**src/rtl/red_pkg.sv**
```systemverilog
package red_pkg;

  localparam int OPW = 3;

  localparam logic [OPW-1:0] OP_ADD = 3'd0;
  localparam logic [OPW-1:0] OP_MUL = 3'd1;
  localparam logic [OPW-1:0] OP_MIN = 3'd2;
  localparam logic [OPW-1:0] OP_MAX = 3'd3;
  localparam logic [OPW-1:0] OP_OR  = 3'd4;

  typedef enum logic [1:0] {
    ST_IDLE = 2'd0,
    ST_SEEK = 2'd1,
    ST_STEP = 2'd2,
    ST_FIN  = 2'd3
  } red_state_e;

  typedef struct packed {
    logic neg;
    logic pos;
    logic zro;
  } cond_t;

  function automatic logic op_legal(input logic [OPW-1:0] code);
    return code <= OP_OR;
  endfunction

endpackage

```
**src/rtl/red_scan.sv**
```systemverilog
module red_scan #(
  parameter int N  = 8,
  parameter int IW = 3
) (
  input  logic [N-1:0] mask,
  input  logic [IW:0]  from,
  output logic         found,
  output logic [IW-1:0] idx
);
  always_comb begin
    found = 1'b0;
    idx   = '0;
    for (int i = N - 1; i >= 0; i--) begin
      if (mask[i] && ((IW+1)'(i) >= from)) begin
        found = 1'b1;
        idx   = IW'(i);
      end
    end
  end
endmodule

```
**src/rtl/red_alu.sv**
```systemverilog
module red_alu
  import red_pkg::*;
#(
  parameter int DW = 16
) (
  input  logic [OPW-1:0] op,
  input  logic [DW-1:0]  a,
  input  logic [DW-1:0]  b,
  output logic [DW-1:0]  y
);
  logic a_lt_b;

  assign a_lt_b = $signed(a) < $signed(b);

  always_comb begin
    case (op)
      OP_ADD:  y = a + b;
      OP_MUL:  y = a * b;
      OP_MIN:  y = a_lt_b ? a : b;
      OP_MAX:  y = a_lt_b ? b : a;
      OP_OR:   y = a | b;
      default: y = a;
    endcase
  end
endmodule

```
**src/rtl/red_cond.sv**
```systemverilog
module red_cond
  import red_pkg::*;
#(
  parameter int DW = 16
) (
  input  logic [DW-1:0] val,
  input  cond_t         prev,
  input  logic          seed,
  input  logic          crm,
  output cond_t         merged
);
  cond_t cur;

  always_comb begin
    cur.neg = val[DW-1];
    cur.zro = (val == '0);
    cur.pos = !val[DW-1] && (val != '0);
    if (seed)
      merged = cur;
    else if (crm)
      merged = prev & cur;
    else
      merged = prev | cur;
  end
endmodule

```
**src/rtl/red_seq.sv**
```systemverilog
module red_seq
  import red_pkg::*;
#(
  parameter int N  = 8,
  parameter int DW = 16,
  localparam int IW = (N > 1) ? $clog2(N) : 1
) (
  input  logic           clk,
  input  logic           rst_n,
  input  logic           start,
  input  logic [IW:0]    vl,
  input  logic [N-1:0]   pred,
  input  logic [2:0]     op,
  input  logic           rc,
  input  logic           crm,
  output logic           rd_en,
  output logic [IW-1:0]  rd_idx,
  input  logic [DW-1:0]  rd_data,
  output logic           wr_en,
  output logic [IW-1:0]  wr_idx,
  output logic [DW-1:0]  wr_data,
  output logic           cr_we,
  output logic [2:0]     cr_val,
  output logic [IW-1:0]  elem_off,
  output logic           done,
  output logic           rej
);
  red_state_e     st_q;
  logic [N-1:0]   act_q;
  logic [2:0]     op_q;
  logic           rc_q, crm_q, rej_q, have_q;
  logic [IW-1:0]  cur_q, dst_q, off_q;
  logic [DW-1:0]  acc_q;
  cond_t          cr_q;

  logic [N-1:0]   lane_in;
  logic           first_ok, next_ok;
  logic [IW-1:0]  first_idx, next_idx, cur_idx;
  logic [IW:0]    next_from;
  logic           seeking, consume;
  logic [DW-1:0]  fold_y, new_val;
  cond_t          cr_new;

  generate
    for (genvar g = 0; g < N; g++) begin : g_lane
      assign lane_in[g] = pred[g] && (vl > (IW+1)'(g));
    end
  endgenerate

  assign seeking   = (st_q == ST_SEEK);
  assign cur_idx   = seeking ? first_idx : cur_q;
  assign consume   = (seeking && first_ok) || (st_q == ST_STEP);
  assign next_from = {1'b0, cur_idx} + (IW+1)'(1);

  red_scan #(.N(N), .IW(IW)) u_scan_first (
    .mask (act_q),
    .from ('0),
    .found(first_ok),
    .idx  (first_idx)
  );

  red_scan #(.N(N), .IW(IW)) u_scan_next (
    .mask (act_q),
    .from (next_from),
    .found(next_ok),
    .idx  (next_idx)
  );

  red_alu #(.DW(DW)) u_alu (
    .op(op_q),
    .a (acc_q),
    .b (rd_data),
    .y (fold_y)
  );

  assign new_val = seeking ? rd_data : fold_y;

  red_cond #(.DW(DW)) u_cond (
    .val   (new_val),
    .prev  (cr_q),
    .seed  (seeking),
    .crm   (crm_q),
    .merged(cr_new)
  );

  always_ff @(posedge clk or negedge rst_n) begin
    if (!rst_n) begin
      st_q   <= ST_IDLE;
      act_q  <= '0;
      op_q   <= '0;
      rc_q   <= 1'b0;
      crm_q  <= 1'b0;
      rej_q  <= 1'b0;
      have_q <= 1'b0;
      cur_q  <= '0;
      dst_q  <= '0;
      off_q  <= '0;
      acc_q  <= '0;
      cr_q   <= '0;
    end else begin
      case (st_q)
        ST_IDLE: begin
          if (start) begin
            act_q  <= lane_in;
            op_q   <= op;
            rc_q   <= rc;
            crm_q  <= crm;
            rej_q  <= !op_legal(op);
            have_q <= 1'b0;
            st_q   <= op_legal(op) ? ST_SEEK : ST_FIN;
          end
        end
        ST_SEEK, ST_STEP: begin
          if (consume) begin
            acc_q <= new_val;
            cr_q  <= cr_new;
            off_q <= cur_idx;
            if (seeking) begin
              dst_q  <= cur_idx;
              have_q <= 1'b1;
            end
            if (next_ok) begin
              cur_q <= next_idx;
              st_q  <= ST_STEP;
            end else begin
              st_q  <= ST_FIN;
            end
          end else begin
            st_q <= ST_FIN;
          end
        end
        default: st_q <= ST_IDLE;
      endcase
    end
  end

  assign rd_en    = consume;
  assign rd_idx   = cur_idx;
  assign done     = (st_q == ST_FIN);
  assign rej      = done && rej_q;
  assign wr_en    = done && have_q && !rej_q;
  assign wr_idx   = dst_q;
  assign wr_data  = acc_q;
  assign cr_we    = wr_en && rc_q;
  assign cr_val   = cr_q;
  assign elem_off = off_q;

endmodule

```
**config.mk**
```make
export PLATFORM = sky130hd
export DESIGN_NAME = red_seq
export DESIGN_NICKNAME = d
export VERILOG_FILES = /design/src/rtl/red_pkg.sv /design/src/rtl/red_scan.sv /design/src/rtl/red_alu.sv /design/src/rtl/red_cond.sv /design/src/rtl/red_seq.sv
export SDC_FILE = /design/constraint.sdc
export NUM_CORES = 1
export LEC_CHECK = 0
export BUFFER_PORTS_ARGS = -buffer_cell sky130_fd_sc_hd__buf_2
export CAP_MARGIN = 5
export CORE_MARGIN = 4
export CORE_UTILIZATION = 30
export CTS_BUF_LIST = sky130_fd_sc_hd__clkbuf_8
export CTS_CLUSTER_DIAMETER = 150
export DETAILED_ROUTE_END_ITERATION = 12
export PLACE_DENSITY = 0.47
export SLEW_MARGIN = 20
export SYNTH_ARGS = -nofsm -noshare
export SYNTH_HDL_FRONTEND = slang
export SYNTH_HIERARCHICAL = 1
export SYNTH_SLANG_ARGS = --single-unit
```
**constraint.sdc**
```tcl
create_clock -name clk -period 12 [get_ports clk]
set_input_delay 0.6 -clock clk [delete_from_list [all_inputs] [get_ports clk]]
set_output_delay 0.6 -clock clk [all_outputs]
set_load 0.01 [all_outputs]
```
==> results.md, run 1 <==
- Yosys top cell area share: 18.4%
- Synth Flop Type: dfrtp_1
- Slowest cell on crit path: dfrtp_1
- # IOs: 69
- Cell area after synthesis: 8790 um2
- Antenna diodes: 0
- Final min period: 7.46 ns
- Iteration-0 DRC count of the detailed router: 651
- Fin crit share: 62.2%
- Sequential share of the synthesized area: 12.8%
- Hpwl dp: 22900 um
- GPL Wtd Cong: 0.893
- Die Wd: 179 um
- Worst path max stage delay: 0.81 ns
- Nets: 1331
- Worst Path Buf+Inv: 3
- GR Overflow Total: 0
- Largest net degree at the start of global routing: 46
- Row Count: 62
- CTS resizes: 0
- Die Span Y: 179 um
- Vias post-DR: 7514
- Largest fanout on the critical path: 12
- Initial antenna violation count: 0
- CTS clock-pin slew for the worst setup and hold paths: 0.11 ns
- Max-slew violations: 0
- Outcome: complete, no violations
- Final setup viols: 0
- Pre-CTS setup slack: 4.47 ns
- Post-CTS Setup Inserts: 0
- Yosys reg bits: 45
- Cell taking the most area after synthesis: fa_1
- Vias per inst: 5.02
- Layout cell share with drive strength beyond 1: 12.9%
- Mean Syn Cell Area: 8.36 um2
- Core ar.: 28800 um2
- Root Driver: clkbuf_8
- Die ar.: 32100 um2
- DR WL/cell: 19.5 um
- Vias in the first global route: 7530
- CP top delay family: adder cells
- Post-Syn Instances: 1052
- Final hold viol count: 0
- Max Clk Rate: 134 MHz
- Clk_skew: 0.0229 ns
- YS warnings: 6
- Layout area overhead: 9.34%
- Tot GR Track Use: 18.3%
- Top cells by area, synth: fa_1 (18%), ha_1 (15%), dfrtp_1 (13%)
- Final WL: 29200 um
- Nature of the critical path endpoint: register
- Worst Tran Pin Value: 1.04 ns
- CP cell instances: inv_2, nor2_1, fa_1, fa_1, ha_1, fa_1, inv_1, fa_1, fa_1, inv_1, ha_1, a21oi_1, nand2_1, xnor2_1, a21oi_1, o21ai_0, o22a_1, a21oi_1, mux2_2, nor4_1, nand4_1, a22o_1, mux2_4
- Share of synthesized registers carrying an async set or reset: 100%
- Worst-Skew Late Latency: 0.32 ns
- Type of the worst min-delay path: in -> async
- # hold bufs at CTS: 0
- Global-route wire length before repair: 45000 um
- Arrival @ worst endpoint: 7.66 ns
- Synth unique cells: 79
- Sum Neg Setup Slack: 0 ns
- CTS tree: done
- Most used cell, CP: fa_1
- EDFF count, synth: 0
- RSZ-0062 raised after global routing: no
- Max cap viols: 0
- Worst setup margin: 4.54 ns
- Port buffer count: 68
- Antenna-violating nets left: 0
- Worst setup SP type: register
- Reg2reg path depth: 23
- Clock sinks: 45
- Initial Util: 30.5%
- Htree depth: 2
- Critical path class: reg -> reg
- Pre-antenna DRT Iters: 5
- TritonCTS buffer count: 5
- Max_slew headroom: 30.4%
- Residual DRC: 0
- Worst EP required: 12.19 ns
- CTS max path bufs: 2
- Stages on the worst setup path: 23
stage by stage:
step	hold WS (ns)	std cells	util [%]	cell area, um2
after floorplan	0.304	1066	-	8840
after global placement	0.469	1489	33.0	9500
after detailed placement	0.475	1489	33.0	9510
after CTS	0.399	1496	33.4	9610
after global routing	0.428	1496	33.4	9610
final	0.386	1496	33.4	9610
synth_stat cells (all sizes together), types with 3 or more instances:
master   count
a211o        5
a211oi       9
a21o        12
a21oi       76
a221o        3
a22o         3
a22oi        5
a2bb2oi      7
a31oi        4
and2         4
and3         5
buf         17
clkbuf      19
clkinv       5
dfrtp       45
fa          81
ha         102
inv        170
mux2        46
mux2i        9
nand2       99
nand2b      15
nand3       10
nor2       109
nor2b        5
nor3         6
nor3b        3
nor4         8
o2111ai      7
o211a        3
o211ai       4
o21a         3
o21ai       57
o21bai       4
o22ai        8
o31ai        5
xnor2       37
xor2        11
logic make-up after synthesis:
logic type,count (synthesis),synth area share (%)
AO/OA/AOI/OAI,233,17.1
flip-flops,45,12.8
other,1,0.0427
multiplexers,55,7.64
buffers and inverters,211,9.92
adder cells (fa/ha/maj),183,33.0
XOR/XNOR,49,5.38
AND/OR/NAND/NOR,275,14.1
worst reg2reg max path: stages (launching register included):
cell     delay, ns
dfrtp_1       0.81
inv_2         0.31
nor2_1        0.25
fa_1          0.45
fa_1          0.49
ha_1          0.23
fa_1          0.54
inv_1         0.05
fa_1          0.47
fa_1          0.55
inv_1         0.04
ha_1          0.34
a21oi_1       0.19
nand2_1       0.09
xnor2_1       0.32
a21oi_1       0.19
o21ai_0       0.21
o22a_1        0.16
a21oi_1       0.05
mux2_2        0.32
nor4_1        0.53
nand4_1       0.24
a22o_1        0.26
mux2_4        0.25
layer usage:
layer | share of wire (%) | global-route usage (%) | up-vias
li1 | - | - | 3588
met1 | 48 | 27.4 | 3678
met2 | 46 | 29.1 | 216
met3 | 4.7 | 1.64 | 32
met4 | 1.5 | 3.43 | 0
met5 | 0 | 0 | -
layout by cell type, fill, tap and decap left out, types with 10 or more instances in the layout:
cell      netlist  layout
dfrtp_1        45      45
ha_1          102     102
fa_1           81      81
xnor2_1        33      33
nor2_1        109     108
xor2_1         11      11
mux2_2         19      19
mux2_4         17      17
nand2_1        97      97
inv_1         167     167
buf_2           6      68
a21oi_1        75      75
conb_1          1      15
o21ai_0        48      48
nand2b_1       15      15
a21o_1         11      11
mux2_1         10      10
worst paths after layout:
path,end,startpoint,slack [ns]
worst max-delay path,cr_val[1],wr_data[1],4.54
worst min-delay path,wr_data[9],rst_n,0.39
worst max register to register,cr_val[1],wr_data[1],4.54
worst min register to register,cur_q[0],cur_q[0],0.50
max in group asynchronous,op_q[1],rst_n,11.17
min in group clk,cur_q[0],cur_q[0],0.50
registers in the layout, summed over array words and instances, names as in the netlist:
signal / flops
act_q: 8
rc_q: 1
cr_val: 3
op_q: 3
crm_q: 1
have_q: 1
wr_data: 16
st_q: 2
elem_off: 3
wr_idx: 3
cur_q: 3
rej_q: 1
layout make-up:
cell class	count	area [um2]
clock inverter	2	38.8
tap	384	480
timing repair buffer	75	393
sequential	45	1130
fill	3037	19200
inverter	175	657
multi-input combinational	810	6850
clock buffer	5	68.8
Power of run 1 is left out: the tool's default activity adds up to more than one toggle a clock period on the data nets, which glitch-free logic cannot reach.
==> run 2: changes to the inputs <==
Settings changed: PLACE_DENSITY 0.47 to 0.48.
Clock period 12 ns to 6.3 ns, I/O delays scaled along.
==> run 2 against run 1 <==
Die area is the same. Clock skew shrank 0.0045 ns. Critical path type unchanged. Critical path depth grew 2. Critical endpoint unchanged. The run now ends with negative setup slack left. Via count grew 7.6%. Design area grew 17%. Final cell count grew 10%.
==> results.md, run 2 (same netlist as run 1, synthesis figures left out) <==
- TritonCTS buffer count: 5 (unchanged)
- Vias post-DR: 8082 (+7.6%)
- Iteration-0 DRC count of the detailed router: 593 (-8.9%)
- Fillers: 2936 (-3.3%)
- CP top delay family: adder cells
- Final hold viol count: 0 (unchanged)
- Initial antenna violation count: 0 (unchanged)
- Vias per inst: 4.90 (-2.5%)
- Max Clk Rate: 155 MHz (+16%)
- Worst setup SP type: register
- Stages on the worst setup path: 25 (+8.7%)
- Row Count: 62 (unchanged)
- Failing checks: negative setup slack
- Final WL: 31600 um (+8.2%)
- Final min period: 6.46 ns (-1.00 ns)
- Worst Path Buf+Inv: 5 (+2)
- Arrival @ worst endpoint: 6.67 ns (-0.99 ns)
- Antenna-violating nets left: 0 (unchanged)
- Final non-filler cell area: 11300 um2 (+17%)
- Critical path class: reg -> reg
- Htree depth: 2 (unchanged)
- Type of the worst min-delay path: in -> async
- Initial Util: 30.5% (unchanged)
- Most used cell, CP: fa_1
- Die Span Y: 179 um (unchanged)
- Largest fanout on the critical path: 4 (-8)
- Max-slew violations: 0 (unchanged)
- Final setup viols: 1 (+1)
- # IOs: 69 (unchanged)
- Layout area overhead: 28.3%
- Die Wd: 179 um (unchanged)
- Slowest cell on crit path: fa_2
- GR Overflow Total: 0 (unchanged)
- Fin crit share: 103% (+40 points)
- Worst-Skew Late Latency: 0.34 ns (+0.02 ns)
- Clk_skew: 0.0184 ns (-0.00454 ns)
- Vias in the first global route: 8197 (+8.9%)
- Worst setup margin: -0.158 ns (-4.70 ns)
- Largest net degree at the start of global routing: 46 (unchanged)
- Die ar.: 32100 um2 (unchanged)
- Clock sinks: 45 (unchanged)
- CTS clock-pin slew for the worst setup and hold paths: 0.11 ns (about the same)
- Residual DRC: 0 (unchanged)
- RSZ-0062 raised after global routing: yes
- Max_slew headroom: 28.8% (-1.6 points)
- Worst EP required: 6.52 ns (-5.67 ns)
- Most frequent cells in the layout: inv_1 (146), buf_4 (145), nor2_1 (104), nand2_1 (92), ha_1 (87)
- GPL Wtd Cong: 0.903 (+1.1%)
- Most common cell after layout, fill and taps aside: inv_1
- Layout cell share with drive strength beyond 1: 30.3% (+17 points)
- CTS tree: done
- Worst Tran Pin Value: 1.06 ns (+0.0243 ns)
- CTS max path bufs: 2 (unchanged)
- Nets: 1484 (+11%)
- Nature of the critical path endpoint: register
- DR WL/cell: 19.1 um (-1.9%)
- Pre-antenna DRT Iters: 5 (unchanged)
- Max cap viols: 0 (unchanged)
- Antenna diodes: 0 (unchanged)
- Outcome: complete, but fails checks
- Port buffer count: 68 (unchanged)
- Hpwl dp: 25000 um (+9.0%)
- Worst path max stage delay: 0.57 ns (-0.24 ns)
- Root Driver: clkbuf_8
- Max reg flops: 16 (unchanged)
- Tot GR Track Use: 20.0% (+1.6 points)
- Global-route wire length before repair: 48800 um (+8.4%)
- Reg2reg path depth: 25 (+8.7%)
- Post-Place Cell Area: 10600 um2 (+11%)
- Core ar.: 28800 um2 (unchanged)
- Post-Route Utilization: 39.2% (+5.8 points)
==> run 2: cell types whose count changed in the layout (fill, tap and decap cells not counted), sizes merged <==
cell / previous run / this run
clkinvlp: 0 / 1
buf: 75 / 228
==> run 2: worst paths after layout <==
path                               endpoint  slack (ns)       start
worst min register to register     cur_q[0]        0.50    cur_q[0]
worst max register to register    cr_val[1]       -0.16  wr_data[8]
max in group asynchronous       wr_data[10]        5.73       rst_n
min in group clk                   act_q[2]        0.19     pred[2]
worst min-delay path               act_q[3]        0.08       rst_n
worst max-delay path              cr_val[1]       -0.16  wr_data[8]
==> run 2: layer usage <==
| layer | track usage (%) | vias to the layer above | share of wire [%] | routed length, um |
|---|---|---|---|---|
| met5 | 0 | - | 0 | 0 |
| met4 | 5.30 | 0 | 2.6 | 826 |
| met3 | 2.19 | 40 | 4.2 | 1310 |
| met2 | 32.7 | 208 | 47 | 14800 |
| met1 | 28.1 | 3955 | 46 | 14600 |
| li1 | - | 3879 | - | - |
==> run 2: final cells by class <==
type                            count  area [um2]  share of cell area (%)
Timing Repair Buffer              228        1640                    14.6
Inverter                          175         681                    6.03
Clock inverter                      3        42.5                   0.377
Multi-Input combinational cell    810        7230                    64.1
Sequential cell                    45        1140                    10.1
Clock buffer                        5        68.8                   0.610
Tap cell                          384         480                    4.26
==> run 2: through the flow <==
stage	setup TNS, ns	instances	setup WS, ns	hold slack (ns)
after CTS	-0.226	1644	-0.226	0.0904
after global routing	-0.592	1650	-0.352	0.124
after global placement	-1.23	1615	-0.590	0.469
after detailed placement	-1.28	1615	-0.636	0.475
after floorplan	0	1066	0.0146	0.0194
final	-0.158	1650	-0.158	0.0831
==> run 2: timing repair <==
| action | CTS | global route |
|---|---|---|
| pin swaps | 42 | 45 |
| buffers inserted | 21 | 9 |
| setup endpoints to repair | 5 | 5 |
| gates resized for setup | 62 | 46 |
| cloned | 0 | 0 |
| hold buffers | 0 | 0 |
| hold endpoints to repair | 0 | 0 |
Power of run 2 is left out for the same reason.
==> run 3: changes to the inputs <==
Settings changed: PLACE_DENSITY 0.48 to 0.5.
Clock period 6.3 ns to 6.1 ns, I/O delays scaled along.
==> run 3 against run 2 <==
Via count is 0.84% lower. Global-route usage decreased by 0.69 points. Wire length shrank 1.7%. Core utilization decreased by 0.14 points. Maximum frequency shrank 0.49%. Critical path depth down 1. Clock skew decreased by 0.010 ns. The run still ends with negative setup slack left. Worst hold slack worse by 0.0043 ns.
==> results.md, run 3 (same netlist as run 1, synthesis figures left out) <==
- Outcome: complete, but fails checks
- Failing checks: negative setup slack
- Worst setup SP type: register
- Root Driver: clkbuf_8
- Vias in the first global route: 7988 (-2.5%)
- Type of the worst min-delay path: in -> async
- Routed wl met2: 14300 um (-3.4%)
- Critical Path Start: wr_data[5]
- Most common cell after layout, fill and taps aside: inv_1
- Worst Tran Pin Value: 0.984 ns (-0.0802 ns)
- Global-route wire length before repair: 47100 um (-3.5%)
- Post-Layout Cell Count: 1640 (-0.61%)
- Post-Route Utilization: 39.1% (-0.14 points)
- Fillers: 2927 (-0.31%)
- Worst path max stage delay: 0.55 ns (-0.02 ns)
- Most used cell, CP: fa_1
- TritonCTS buffer count: 5 (unchanged)
- Nature of the critical path endpoint: register
- CP cell instances: inv_6, nor2_2, fa_1, inv_1, fa_1, fa_1, fa_1, inv_1, fa_1, inv_1, fa_1, inv_2, ha_4, a21oi_2, o21ai_4, xnor2_2, o22ai_1, a22o_1, a211o_1, mux2_2, nor4_2, nand4_1, a22o_1, mux2_4
- Max_slew headroom: 34.2% (+5.4 points)
- Max reg flops: 16 (unchanged)
- Arrival @ worst endpoint: 6.70 ns (+0.03 ns)
- Stages on the worst setup path: 24 (-4.0%)
- Worst EP required: 6.31 ns (-0.21 ns)
- Worst Path Buf+Inv: 5 (unchanged)
- CP endpoint: cr_val[1]
- Largest fanout on the critical path: 4 (unchanged)
- Clk_skew: 0.00825 ns (-0.0101 ns)
- Row Count: 62 (unchanged)
- Fin crit share: 106% (+3.9 points)
- Metal3 WL: 1490 um (+13%)
- Critical path class: reg -> reg
- CP top delay family: adder cells
- CTS clock-pin slew for the worst setup and hold paths: 0.10 ns (about the same)
- Initial Util: 30.5% (unchanged)
- Nets: 1474 (-0.67%)
- Max-slew violations: 0 (unchanged)
- Core ar.: 28800 um2 (unchanged)
- GPL Wtd Cong: 0.918 (+1.8%)
- Final hold viol count: 0 (unchanged)
- Antenna-violating nets left: 0 (unchanged)
- CTS tree: done
- Htree depth: 2 (unchanged)
- Vias per inst: 4.89 (-0.24%)
- Final WL: 31000 um (-1.7%)
- Largest net degree at the start of global routing: 46 (unchanged)
- Iteration-0 DRC count of the detailed router: 579 (-2.4%)
- RR Endpoint: cr_val[1]
- # placed instances: 1620 (+0.31%)
- Initial antenna violation count: 1 (+1)
- Layout cell share with drive strength beyond 1: 29.2% (-1.0 points)
- # IOs: 69 (unchanged)
- Most frequent cells in the layout: inv_1 (153), buf_4 (136), nor2_1 (103), nand2_1 (96), ha_1 (88)
- RSZ-0062 raised after global routing: yes
- DR WL/cell: 18.9 um (-1.1%)
- GR Overflow Total: 0 (unchanged)
- Vias post-DR: 8014 (-0.84%)
- Worst-Skew Late Latency: 0.32 ns (-0.02 ns)
- Die Span Y: 179 um (unchanged)
- Pre-antenna DRT Iters: 5 (unchanged)
- Residual DRC: 0 (unchanged)
- Worst hold margin: 0.0788 ns (-0.00430 ns)
- Max cap viols: 0 (unchanged)
- Max Clk Rate: 154 MHz (-0.49%)
- Die Wd: 179 um (unchanged)
- R2R Path Start: wr_data[5]
- Clock sinks: 45 (unchanged)
- Reg2reg path depth: 24 (-4.0%)
- Antenna diodes: 0 (unchanged)
- Top Layer Used: met5
- R2r setup slk: -0.39 ns (-0.23 ns)
- Final min period: 6.49 ns (+0.0321 ns)
- CTS max path bufs: 2 (unchanged)
- Layout area overhead: 27.9%
- Pre-CTS setup slack: -0.667 ns (-0.0315 ns)
- Final setup viols: 4 (+3)
- # hold bufs at CTS: 0 (unchanged)
- Hpwl dp: 24800 um (-0.73%)
- Port buffer count: 68 (unchanged)
- Tot GR Track Use: 19.3% (-0.69 points)
- Die ar.: 32100 um2 (unchanged)
- Slowest cell on crit path: fa_1
- Worst setup margin: -0.390 ns (-0.232 ns)
- WL met1: 14600 um (-0.38%)
==> run 3: cell types whose count changed in the layout (fill, tap and decap cells not counted), moves of 3 or more <==
cell	delta
buf_12	+3
buf_4	-9
buf_8	-3
fa_1	+3
fa_2	-3
inv_1	+7
inv_2	-8
nand2_1	+4
nand2_2	-4
xnor2_1	-3
xnor2_2	+3
==> run 3: layer usage <==
metal	track usage (%)	vias to the layer above
met5	0	-
met2	31.2	218
li1	-	3880
met1	27.7	3873
met3	2.47	41
met4	3.94	2
==> run 3: repair_timing <==
action | CTS | global route
gates resized for setup | 29 | 39
pin swaps | 20 | 19
cloned | 0 | 0
setup buffers | 9 | 3
setup endpoints to repair | 4 | 9
==> run 3: cell type report <==
type	instances	area, um2	area share [%]
Tap cell	384	480	4.27
Clock buffer	5	68.8	0.612
Multi-Input combinational cell	810	7270	64.7
Inverter	175	677	6.02
Timing Repair Buffer	218	1580	14.1
Sequential cell	45	1140	10.1
Clock inverter	3	25.0	0.223
==> run 3: through the flow <==
step	TNS [ns]	cell area, um2
global route	-1.68	11200
global placement	-1.82	10800
finish	-0.967	11200
floorplan	0	9040
CTS	-1.11	11000
detailed placement	-1.78	10800
==> run 3: worst min path at each step <==
stage               start           to  slack (ns)  cells past startpoint
finish              rst_n  wr_data[12]        0.08                      2
global route        rst_n  wr_data[11]        0.12                      2
CTS                 rst_n  elem_off[0]        0.09                      2
detailed placement  rst_n  wr_data[11]        0.45                      2
global placement    rst_n  wr_data[11]        0.45                      2
floorplan           rst_n     act_q[0]       0.009                      0
Power of run 3 is left out for the same reason.
